**src/rtl/xip_pkg.sv**
```systemverilog
// Shared types for the execute-in-place fetch sequencer.
// Assumes four physical data lanes; lane codes 0/1/2 select 1/2/4 lanes.
package xip_pkg;

    localparam int IO_LANES = 4;

    typedef enum logic [2:0] {
        PH_IDLE = 3'd0,
        PH_CMD  = 3'd1,
        PH_ADDR = 3'd2,
        PH_MODE = 3'd3,
        PH_DATA = 3'd4
    } phase_e;

    typedef logic [1:0] lanes_t;

    localparam lanes_t LANES_BAD = 2'd3;

    // Moves the top k bits of a nibble onto lanes k-1..0, highest bit on the highest lane.
    function automatic logic [IO_LANES-1:0] lane_place(input logic [IO_LANES-1:0] top,
                                                       input lanes_t code);
        case (code)
            2'd0:    return {3'b000, top[3]};
            2'd1:    return {2'b00, top[3:2]};
            default: return top;
        endcase
    endfunction

endpackage

```
**src/rtl/xip_seq_fsm.sv**
```systemverilog
// Phase sequencer: accepts requests, rejects invalid lane codes, counts beats
// per phase on each spi_step and walks CMD -> ADDR -> MODE -> DATA -> IDLE.
// Assumes spi_step is a one-cycle strobe from an external serial clock timer.
module xip_seq_fsm
    import xip_pkg::*;
#(
    parameter int OPC_W  = 8,
    parameter int ADDR_W = 32,
    parameter int WORD_W = 32,
    parameter int MCLK_W = 4
) (
    input  logic              clk,
    input  logic              rst_n,
    input  logic              req,
    input  logic              spi_step,
    input  lanes_t            cmd_w_in,
    input  lanes_t            addr_w_in,
    input  lanes_t            data_w_in,
    input  logic              addr4_in,
    input  logic [MCLK_W-1:0] mclks_in,
    input  logic              once_in,
    output phase_e            phase,
    output logic              accept,
    output logic              adv,
    output logic              last_beat,
    output lanes_t            cmd_w,
    output lanes_t            addr_w,
    output lanes_t            data_w,
    output logic              err
);

    localparam int MAXB   = (ADDR_W > WORD_W) ? ADDR_W : WORD_W;
    localparam int CNT_B  = $clog2(MAXB + 1);
    localparam int CNT_W  = (CNT_B > MCLK_W) ? CNT_B : MCLK_W;

    logic [CNT_W-1:0]  cnt;
    logic [CNT_W-1:0]  beats;
    logic [MCLK_W-1:0] mclks;
    logic              addr4;
    logic              cmd_sent;
    logic              bad_code;
    phase_e            nxt;

    // Flags a request whose lane codes cannot be honoured.
    always_comb begin
        bad_code = (cmd_w_in == LANES_BAD) || (addr_w_in == LANES_BAD) ||
                   (data_w_in == LANES_BAD);
    end

    assign accept = (phase == PH_IDLE) && req && !bad_code;
    assign adv    = (phase != PH_IDLE) && spi_step;

    // Beat count of the current phase from its bit count and lane count.
    always_comb begin
        case (phase)
            PH_CMD:  beats = CNT_W'(OPC_W) >> cmd_w;
            PH_ADDR: beats = (addr4 ? CNT_W'(ADDR_W) : CNT_W'(ADDR_W - 8)) >> addr_w;
            PH_MODE: beats = CNT_W'(mclks);
            PH_DATA: beats = CNT_W'(WORD_W) >> data_w;
            default: beats = '0;
        endcase
    end

    assign last_beat = (cnt == beats - CNT_W'(1));

    // Phase that follows the current one.
    always_comb begin
        case (phase)
            PH_CMD:  nxt = PH_ADDR;
            PH_ADDR: nxt = (mclks != '0) ? PH_MODE : PH_DATA;
            PH_MODE: nxt = PH_DATA;
            default: nxt = PH_IDLE;
        endcase
    end

    // Phase register, beat counter, latched settings and error pulse.
    always_ff @(posedge clk) begin
        if (!rst_n) begin
            phase    <= PH_IDLE;
            cnt      <= '0;
            err      <= 1'b0;
            cmd_sent <= 1'b0;
            cmd_w    <= '0;
            addr_w   <= '0;
            data_w   <= '0;
            addr4    <= 1'b0;
            mclks    <= '0;
        end else begin
            err <= 1'b0;
            if (phase == PH_IDLE) begin
                if (req && bad_code) begin
                    err <= 1'b1;
                end else if (accept) begin
                    cmd_w  <= cmd_w_in;
                    addr_w <= addr_w_in;
                    data_w <= data_w_in;
                    addr4  <= addr4_in;
                    mclks  <= mclks_in;
                    cnt    <= '0;
                    phase  <= (once_in && cmd_sent) ? PH_ADDR : PH_CMD;
                end
            end else if (spi_step) begin
                if (last_beat) begin
                    cnt   <= '0;
                    phase <= nxt;
                    if (phase == PH_CMD) cmd_sent <= 1'b1;
                end else begin
                    cnt <= cnt + CNT_W'(1);
                end
            end
        end
    end

endmodule

```
**src/rtl/xip_tx_lanes.sv**
```systemverilog
// Transmit side: holds the opcode, address and mode shift registers loaded
// at acceptance and drives lane data and enables for CMD, ADDR and MODE.
// Assumes OPC_W and MODE_W are at least 4 and ADDR_W is at least 9.
module xip_tx_lanes
    import xip_pkg::*;
#(
    parameter int OPC_W  = 8,
    parameter int ADDR_W = 32,
    parameter int MODE_W = 16
) (
    input  logic                clk,
    input  logic                rst_n,
    input  logic                accept,
    input  logic                adv,
    input  phase_e              phase,
    input  lanes_t              cmd_w,
    input  lanes_t              addr_w,
    input  logic [OPC_W-1:0]    opcode,
    input  logic [ADDR_W-1:0]   addr,
    input  logic                addr4,
    input  logic [MODE_W-1:0]   mode_data,
    input  logic [MODE_W-1:0]   mode_oe,
    output logic [IO_LANES-1:0] io_do,
    output logic [IO_LANES-1:0] io_oe
);

    logic [OPC_W-1:0]  cmd_sr;
    logic [ADDR_W-1:0] addr_sr;
    logic [MODE_W-1:0] md_sr;
    logic [MODE_W-1:0] moe_sr;

    // Loads all shift registers at acceptance and shifts the active one per beat.
    always_ff @(posedge clk) begin
        if (!rst_n) begin
            cmd_sr  <= '0;
            addr_sr <= '0;
            md_sr   <= '0;
            moe_sr  <= '0;
        end else if (accept) begin
            cmd_sr  <= opcode;
            addr_sr <= addr4 ? addr : {addr[ADDR_W-9:0], 8'h00};
            md_sr   <= mode_data;
            moe_sr  <= mode_oe;
        end else if (adv) begin
            case (phase)
                PH_CMD:  cmd_sr  <= cmd_sr << (1 << cmd_w);
                PH_ADDR: addr_sr <= addr_sr << (1 << addr_w);
                PH_MODE: begin
                    md_sr  <= md_sr << (1 << addr_w);
                    moe_sr <= moe_sr << (1 << addr_w);
                end
                default: ;
            endcase
        end
    end

    // Places the top bits of the active register on the lanes.
    always_comb begin
        io_do = '0;
        io_oe = '0;
        case (phase)
            PH_CMD: begin
                io_oe = lane_place(4'hF, cmd_w);
                io_do = lane_place(cmd_sr[OPC_W-1 -: 4], cmd_w);
            end
            PH_ADDR: begin
                io_oe = lane_place(4'hF, addr_w);
                io_do = lane_place(addr_sr[ADDR_W-1 -: 4], addr_w);
            end
            PH_MODE: begin
                io_oe = lane_place(moe_sr[MODE_W-1 -: 4], addr_w);
                io_do = lane_place(md_sr[MODE_W-1 -: 4], addr_w) & io_oe;
            end
            default: ;
        endcase
    end

endmodule

```
**src/rtl/xip_rx_pack.sv**
```systemverilog
// Receive side: shifts lane input in during the data phase and, on the last
// beat, publishes the word with the first byte received in the low byte.
// Assumes WORD_W is a multiple of 8 and at least 8.
module xip_rx_pack
    import xip_pkg::*;
#(
    parameter int WORD_W = 32
) (
    input  logic                clk,
    input  logic                rst_n,
    input  logic                adv,
    input  phase_e              phase,
    input  logic                last_beat,
    input  lanes_t              data_w,
    input  logic [IO_LANES-1:0] io_di,
    output logic                rvalid,
    output logic [WORD_W-1:0]   rdata
);

    localparam int NBYTES = WORD_W / 8;

    logic [WORD_W-1:0] rx_sr;
    logic [WORD_W-1:0] rx_nxt;
    logic [WORD_W-1:0] packed_w;

    // Next shift value with this beat's lanes appended.
    always_comb begin
        case (data_w)
            2'd0:    rx_nxt = {rx_sr[WORD_W-2:0], io_di[1]};
            2'd1:    rx_nxt = {rx_sr[WORD_W-3:0], io_di[1:0]};
            default: rx_nxt = {rx_sr[WORD_W-5:0], io_di[3:0]};
        endcase
    end

    // Byte reversal: earliest byte (top of the shifter) goes to the bottom.
    for (genvar i = 0; i < NBYTES; i++) begin : g_byte
        assign packed_w[8*i +: 8] = rx_nxt[WORD_W-8-8*i +: 8];
    end

    // Captures data beats and issues the completion pulse.
    always_ff @(posedge clk) begin
        if (!rst_n) begin
            rx_sr  <= '0;
            rdata  <= '0;
            rvalid <= 1'b0;
        end else begin
            rvalid <= 1'b0;
            if (adv && phase == PH_DATA) begin
                rx_sr <= rx_nxt;
                if (last_beat) begin
                    rdata  <= packed_w;
                    rvalid <= 1'b1;
                end
            end
        end
    end

endmodule

```
**src/rtl/xip_fetch_seq.sv**
```systemverilog
// Top of the execute-in-place fetch sequencer: ties the phase sequencer, the
// transmit lane driver and the receive packer together.
// Assumes an external block paces serial clocks through spi_step.
module xip_fetch_seq
    import xip_pkg::*;
#(
    parameter int OPC_W  = 8,
    parameter int ADDR_W = 32,
    parameter int WORD_W = 32,
    parameter int MODE_W = 16,
    parameter int MCLK_W = 4
) (
    input  logic                clk,
    input  logic                rst_n,
    input  logic                req,
    input  logic [ADDR_W-1:0]   req_addr,
    output logic                ready,
    output logic                rvalid,
    output logic [WORD_W-1:0]   rdata,
    output logic                err,
    input  logic [OPC_W-1:0]    cfg_opcode,
    input  logic [1:0]          cfg_cmd_lanes,
    input  logic [1:0]          cfg_addr_lanes,
    input  logic [1:0]          cfg_data_lanes,
    input  logic                cfg_addr4,
    input  logic [MCLK_W-1:0]   cfg_mode_clks,
    input  logic [MODE_W-1:0]   cfg_mode_data,
    input  logic [MODE_W-1:0]   cfg_mode_oe,
    input  logic                cfg_cmd_once,
    input  logic                spi_step,
    output logic                cs_n,
    output logic [IO_LANES-1:0] io_do,
    output logic [IO_LANES-1:0] io_oe,
    input  logic [IO_LANES-1:0] io_di
);

    phase_e phase;
    logic   accept;
    logic   adv;
    logic   last_beat;
    lanes_t cmd_w;
    lanes_t addr_w;
    lanes_t data_w;

    assign ready = (phase == PH_IDLE);
    assign cs_n  = (phase == PH_IDLE);

    xip_seq_fsm #(
        .OPC_W (OPC_W),
        .ADDR_W(ADDR_W),
        .WORD_W(WORD_W),
        .MCLK_W(MCLK_W)
    ) u_fsm (
        .clk      (clk),
        .rst_n    (rst_n),
        .req      (req),
        .spi_step (spi_step),
        .cmd_w_in (cfg_cmd_lanes),
        .addr_w_in(cfg_addr_lanes),
        .data_w_in(cfg_data_lanes),
        .addr4_in (cfg_addr4),
        .mclks_in (cfg_mode_clks),
        .once_in  (cfg_cmd_once),
        .phase    (phase),
        .accept   (accept),
        .adv      (adv),
        .last_beat(last_beat),
        .cmd_w    (cmd_w),
        .addr_w   (addr_w),
        .data_w   (data_w),
        .err      (err)
    );

    xip_tx_lanes #(
        .OPC_W (OPC_W),
        .ADDR_W(ADDR_W),
        .MODE_W(MODE_W)
    ) u_tx (
        .clk      (clk),
        .rst_n    (rst_n),
        .accept   (accept),
        .adv      (adv),
        .phase    (phase),
        .cmd_w    (cmd_w),
        .addr_w   (addr_w),
        .opcode   (cfg_opcode),
        .addr     (req_addr),
        .addr4    (cfg_addr4),
        .mode_data(cfg_mode_data),
        .mode_oe  (cfg_mode_oe),
        .io_do    (io_do),
        .io_oe    (io_oe)
    );

    xip_rx_pack #(
        .WORD_W(WORD_W)
    ) u_rx (
        .clk      (clk),
        .rst_n    (rst_n),
        .adv      (adv),
        .phase    (phase),
        .last_beat(last_beat),
        .data_w   (data_w),
        .io_di    (io_di),
        .rvalid   (rvalid),
        .rdata    (rdata)
    );

endmodule

```
**config.mk**
```make
export PLATFORM = sky130hd
export DESIGN_NAME = xip_fetch_seq
export DESIGN_NICKNAME = d
export VERILOG_FILES = /design/src/rtl/xip_pkg.sv /design/src/rtl/xip_seq_fsm.sv /design/src/rtl/xip_tx_lanes.sv /design/src/rtl/xip_rx_pack.sv /design/src/rtl/xip_fetch_seq.sv
export SDC_FILE = /design/constraint.sdc
export NUM_CORES = 1
export LEC_CHECK = 0
export BUFFER_PORTS_ARGS = -buffer_cell sky130_fd_sc_hd__buf_2
export CAP_MARGIN = 20
export CORE_AREA = 3 3 144 146
export CTS_CLUSTER_SIZE = 25
export DETAILED_ROUTE_END_ITERATION = 10
export DIE_AREA = 0 0 147 149
export PLACE_DENSITY_LB_ADDON = 0.15
export SLEW_MARGIN = 20
export SYNTH_ARGS = -nofsm -noshare
export SYNTH_HDL_FRONTEND = slang
export SYNTH_SLANG_ARGS = --single-unit
```
**constraint.sdc**
```tcl
create_clock -name clk -period 3.9 [get_ports clk]
set_input_delay 1.17 -clock clk [delete_from_list [all_inputs] [get_ports clk]]
set_output_delay 1.17 -clock clk [all_outputs]
set_load 0.03 [all_outputs]
```
==> results.md <==
* Final core area utilization at 0.6008
* Finished Layout Cells at 1611
* Vias per std cell at 6.284
* Seq cells post-synth at around 160
* Initial antenna violation count at 0
* Ys flop type: dfxtp_1
* Port Buffers at ~140
* Main combinational cell family by area after synthesis: compound AO/OA/AOI/OAI gates
* Post-Synth Adder-Cell Area at 0.009697
* Post-cts sizing count at 0
* Crit path time final at between 3 and 4 ns
* Wire per inst at about 19 microns
* Crit share post-route at 0.9497
* Worst Setup Start Kind: flop
* Vias at 10120
* H-tree depth at 4
* Least-Margin Pin Slew at 0.8602 ns
* Area growth, synth to finish at 13.65%
* First-pass GRT wire length at about 50000 microns
* R2r startpoint: u_fsm.addr_w[0]$_SDFFE_PN0P_
* FFs w/ async S/R, synth at 0
* Routed WL at approximately 30000 microns
* Syn_nets at about 1400
* DRC viols at 0
* # IOs at approximately 140
* Post-Syn Instances at ~1300
* Post-Synth Simple-Gate Area at 0.1874
* Final Hold Vio Count at 0
* CP Cell Sequence: inv_1 -> ha_2 -> buf_4 -> a22o_1 -> a21oi_1 -> o21ai_1 -> buf_2
* Final HPWL DP at roughly 21000 microns
* Post-Synthesis Mean Instance Area at 8.128 sq um
* Vias in the first global route at 9408
* Initial DRC Count at approximately 940
* Pwr dens at 374.1 mW/mm^2
* Hold_ws at roughly 0.46 ns
* Flop-to-flop setup slack at around 0.50 ns
* Starting Density at 0.5286
* Status: completed
* Worst path arrival time at roughly 2.5 ns
* GP Congestion at about 0.86
* Slowest-stage cell, CP: buf_4
* Clock sinks at around 160
* Die width at between 100 and 150 microns
* Post-synthesis xor/xnor area fraction at 0.004242
* Pins over their slew limit at 0
* Clock Pin Slew Worst Setup and Hold Paths at ~0.070 ns
* CP startpoint: u_fsm.addr_w[1]$_SDFFE_PN0P_
* CTS tree: built
* Hold WC Path Type: reg -> reg
* Post-synth EDFFs at 0
* Row Count at 51
* Die H at approximately 150 microns
* Crit path to: io_do[0]
* Nets@finish at 1433
* Worst R2R Path Depth at 9
* Mapped cell area at roughly 0.010 sq mm
* Fmax at between 200 and 300 MHz
* Worst-path fanout max at 41
* Final setup violation count at 0
* Critical path class: reg -> out
* Slowest stage delay, CP at 0.45 ns
* Compound-Gate Fraction of Synth Area at 0.2545
* Worst reg2reg endpoint: u_rx.rdata[17]$_SDFFE_PN0P_
* CP required at 2.73 ns
* Post-CTS Hold Buffers at 0
* Root buffer cell: clkbuf_16
* Leak at about 0.0046 uW
* Fraction of layout cells with a size suffix above 1 at 0.2006
* Die area at around 0.022 sq mm
* Post-CTS Setup Bufs at 0
* Max_cap viols at 0
* Clock tree buffer depth at 2
* Unrepaired setup endpoints after global routing: no
* Total grt overflow at 0
* Clock Skew at around 0.017 ns
* Synth warnings at 0
* Drt first pass iters at 5
* Total placed cells including tap cells at about 1600
* Total CTS buffers at 17
* Worst vdd ir at roughly 330 uV
* Clk_lat worst skew at roughly 0.45 ns
* Crit path capture type: output pin
* GRT Util Overall at 0.2766
* Largest net degree at the start of global routing at 70
* Post-synthesis mux area share at 0.1856
* Register area share after synthesis at 0.3064
* Worst slew margin at 0.4265
* Final ANT Viol Nets at 0
* Unique masters post-synth at between 70 and 80
* Final instance area at 0.01173 sq mm
* Antenna diodes at 0
* Area after DPL at 0.01112 sq mm
* CORE AREA at just under 0.02 sq mm
==> layer usage <==
metal / vias to the layer above / global-route usage / share of wire
li1: 4862 / - / -
met1: 4853 / 0.3787 / 0.44
met2: 369 / 0.4616 / 0.48
met3: 39 / 0.04224 / 0.061
met4: 0 / 0.07083 / 0.017
met5: - / 0 / 0
==> logic make-up (layout without fill, tap and decap cells) <==
family | after synthesis | in the layout
and+or+nand+nor | 437 | 437
AOI/OAI and AO/OA | 383 | 383
DFF | 158 | 158
xor gates and xnor gates | 5 | 5
buffers and inverters | 135 | 211
adders and majority gates | 8 | 8
muxes | 144 | 144
==> synthesized netlist by cell type (all sizes together) (4+ instances only) <==
master  count  area, sq um
nand2     201        754.5
dfxtp     158         3163
nor2      105        394.1
a21oi      97        485.5
o21ai      95        475.5
clkbuf     91        341.6
mux2i      89        890.9
a211oi     41        317.8
nor3       39        200.2
nand3      38        190.2
mux4       36        810.8
o221a      29        326.6
buf        27        132.6
o211ai     20        150.1
mux2       19        214.0
inv        15        56.30
nor2b      15        93.84
a221oi     13        113.9
a311oi     11        96.34
a31oi      10        62.56
a22oi       8        60.06
ha          8        100.1
o22ai       8        50.05
a32oi       6        60.06
o211a       6        60.06
and2        5        31.28
and3        5        31.28
nand3b      4        30.03
nor3b       4        40.03
nor4        4        31.28
o221ai      4        35.03
==> critical path: cells and delay by family (launching register included) <==
family,cells,cell delay (ns)
buf+inv,3,0.91
flops,1,0.39
compound gates,3,0.50
fa+ha+maj,1,0.29
==> worst min-delay path by stage <==
| stage | depth (start not counted) | end | startpoint | slack (ns) |
|---|---|---|---|---|
| 6_report | 2 | u_rx.rx_sr[30]$_SDFFE_PN0P_ | u_rx.rx_sr[30]$_SDFFE_PN0P_ | 0.46 |
| 5_1_grt | 2 | u_rx.rx_sr[30]$_SDFFE_PN0P_ | u_rx.rx_sr[30]$_SDFFE_PN0P_ | 0.49 |
| 4_1_cts | 2 | u_rx.rx_sr[30]$_SDFFE_PN0P_ | u_rx.rx_sr[30]$_SDFFE_PN0P_ | 0.46 |
| 3_5_place_dp | 2 | u_rx.rx_sr[30]$_SDFFE_PN0P_ | u_rx.rx_sr[30]$_SDFFE_PN0P_ | 0.45 |
| 3_3_place_gp | 2 | u_rx.rx_sr[30]$_SDFFE_PN0P_ | u_rx.rx_sr[30]$_SDFFE_PN0P_ | 0.44 |
| 2_1_floorplan | 2 | u_rx.rx_sr[30]$_SDFFE_PN0P_ | u_rx.rx_sr[30]$_SDFFE_PN0P_ | 0.44 |
==> cell usage in the layout, fill, tap and decap left out, types with 29 or more instances in the layout <==
| cell type | synthesis | layout |
|---|---|---|
| nand3_1 | 38 | 37 |
| o221a_1 | 29 | 29 |
| nand2_1 | 201 | 201 |
| dfxtp_1 | 158 | 157 |
| mux2i_1 | 89 | 89 |
| buf_2 | 7 | 135 |
| nor3_1 | 38 | 38 |
| nor2_1 | 105 | 104 |
| o21ai_0 | 90 | 88 |
| a21oi_1 | 97 | 97 |
| a211oi_1 | 39 | 39 |
| mux4_2 | 36 | 36 |
==> report_power, final <==
part / total [uW] / internal, uW / switching, uW
Sequential: 1770 / 1680 / 92.5
Clock: 1730 / 874 / 852
Combinational: 888 / 374 / 514
Total: 4390 / 2930 / 1460
==> state kept, by name, summed over array words and instances, names as in the netlist <==
register	count
u_fsm.addr4	1
u_tx.moe_sr	16
u_fsm.cmd_w	2
u_tx.addr_sr	32
u_fsm.cnt	6
u_fsm.phase	3
u_tx.md_sr	16
u_rx.rdata	32
u_fsm.cmd_sent	1
u_fsm.err	1
u_rx.rx_sr	31
u_fsm.mclks	4
u_rx.rvalid	1
u_fsm.data_w	2
u_tx.cmd_sr	8
u_fsm.addr_w	2
==> cell type report <==
cell class / count / area [sq um]
clock buffer: 17 / 425.4
clock inverter: 15 / 185.2
fill: 1787 / 7795
inverter: 17 / 63.81
multi-input combinational: 977 / 6658
sequential: 158 / 3164
tap: 265 / 331.6
timing repair buffer: 162 / 903.4
==> metrics by stage <==
step | setup WS (ns) | setup TNS, ns | power [uW]
after floorplan | -0.03126 | -0.03126 | 2429
after global placement | 0.5977 | 0 | 2673
after CTS | 0.2219 | 0 | 4392
after global routing | 0.01788 | 0 | 4561
final | 0.1961 | 0 | 4389
after detailed placement | 0.5360 | 0 | 2682
No activity file was read; power rests on OpenSTA's default activity.
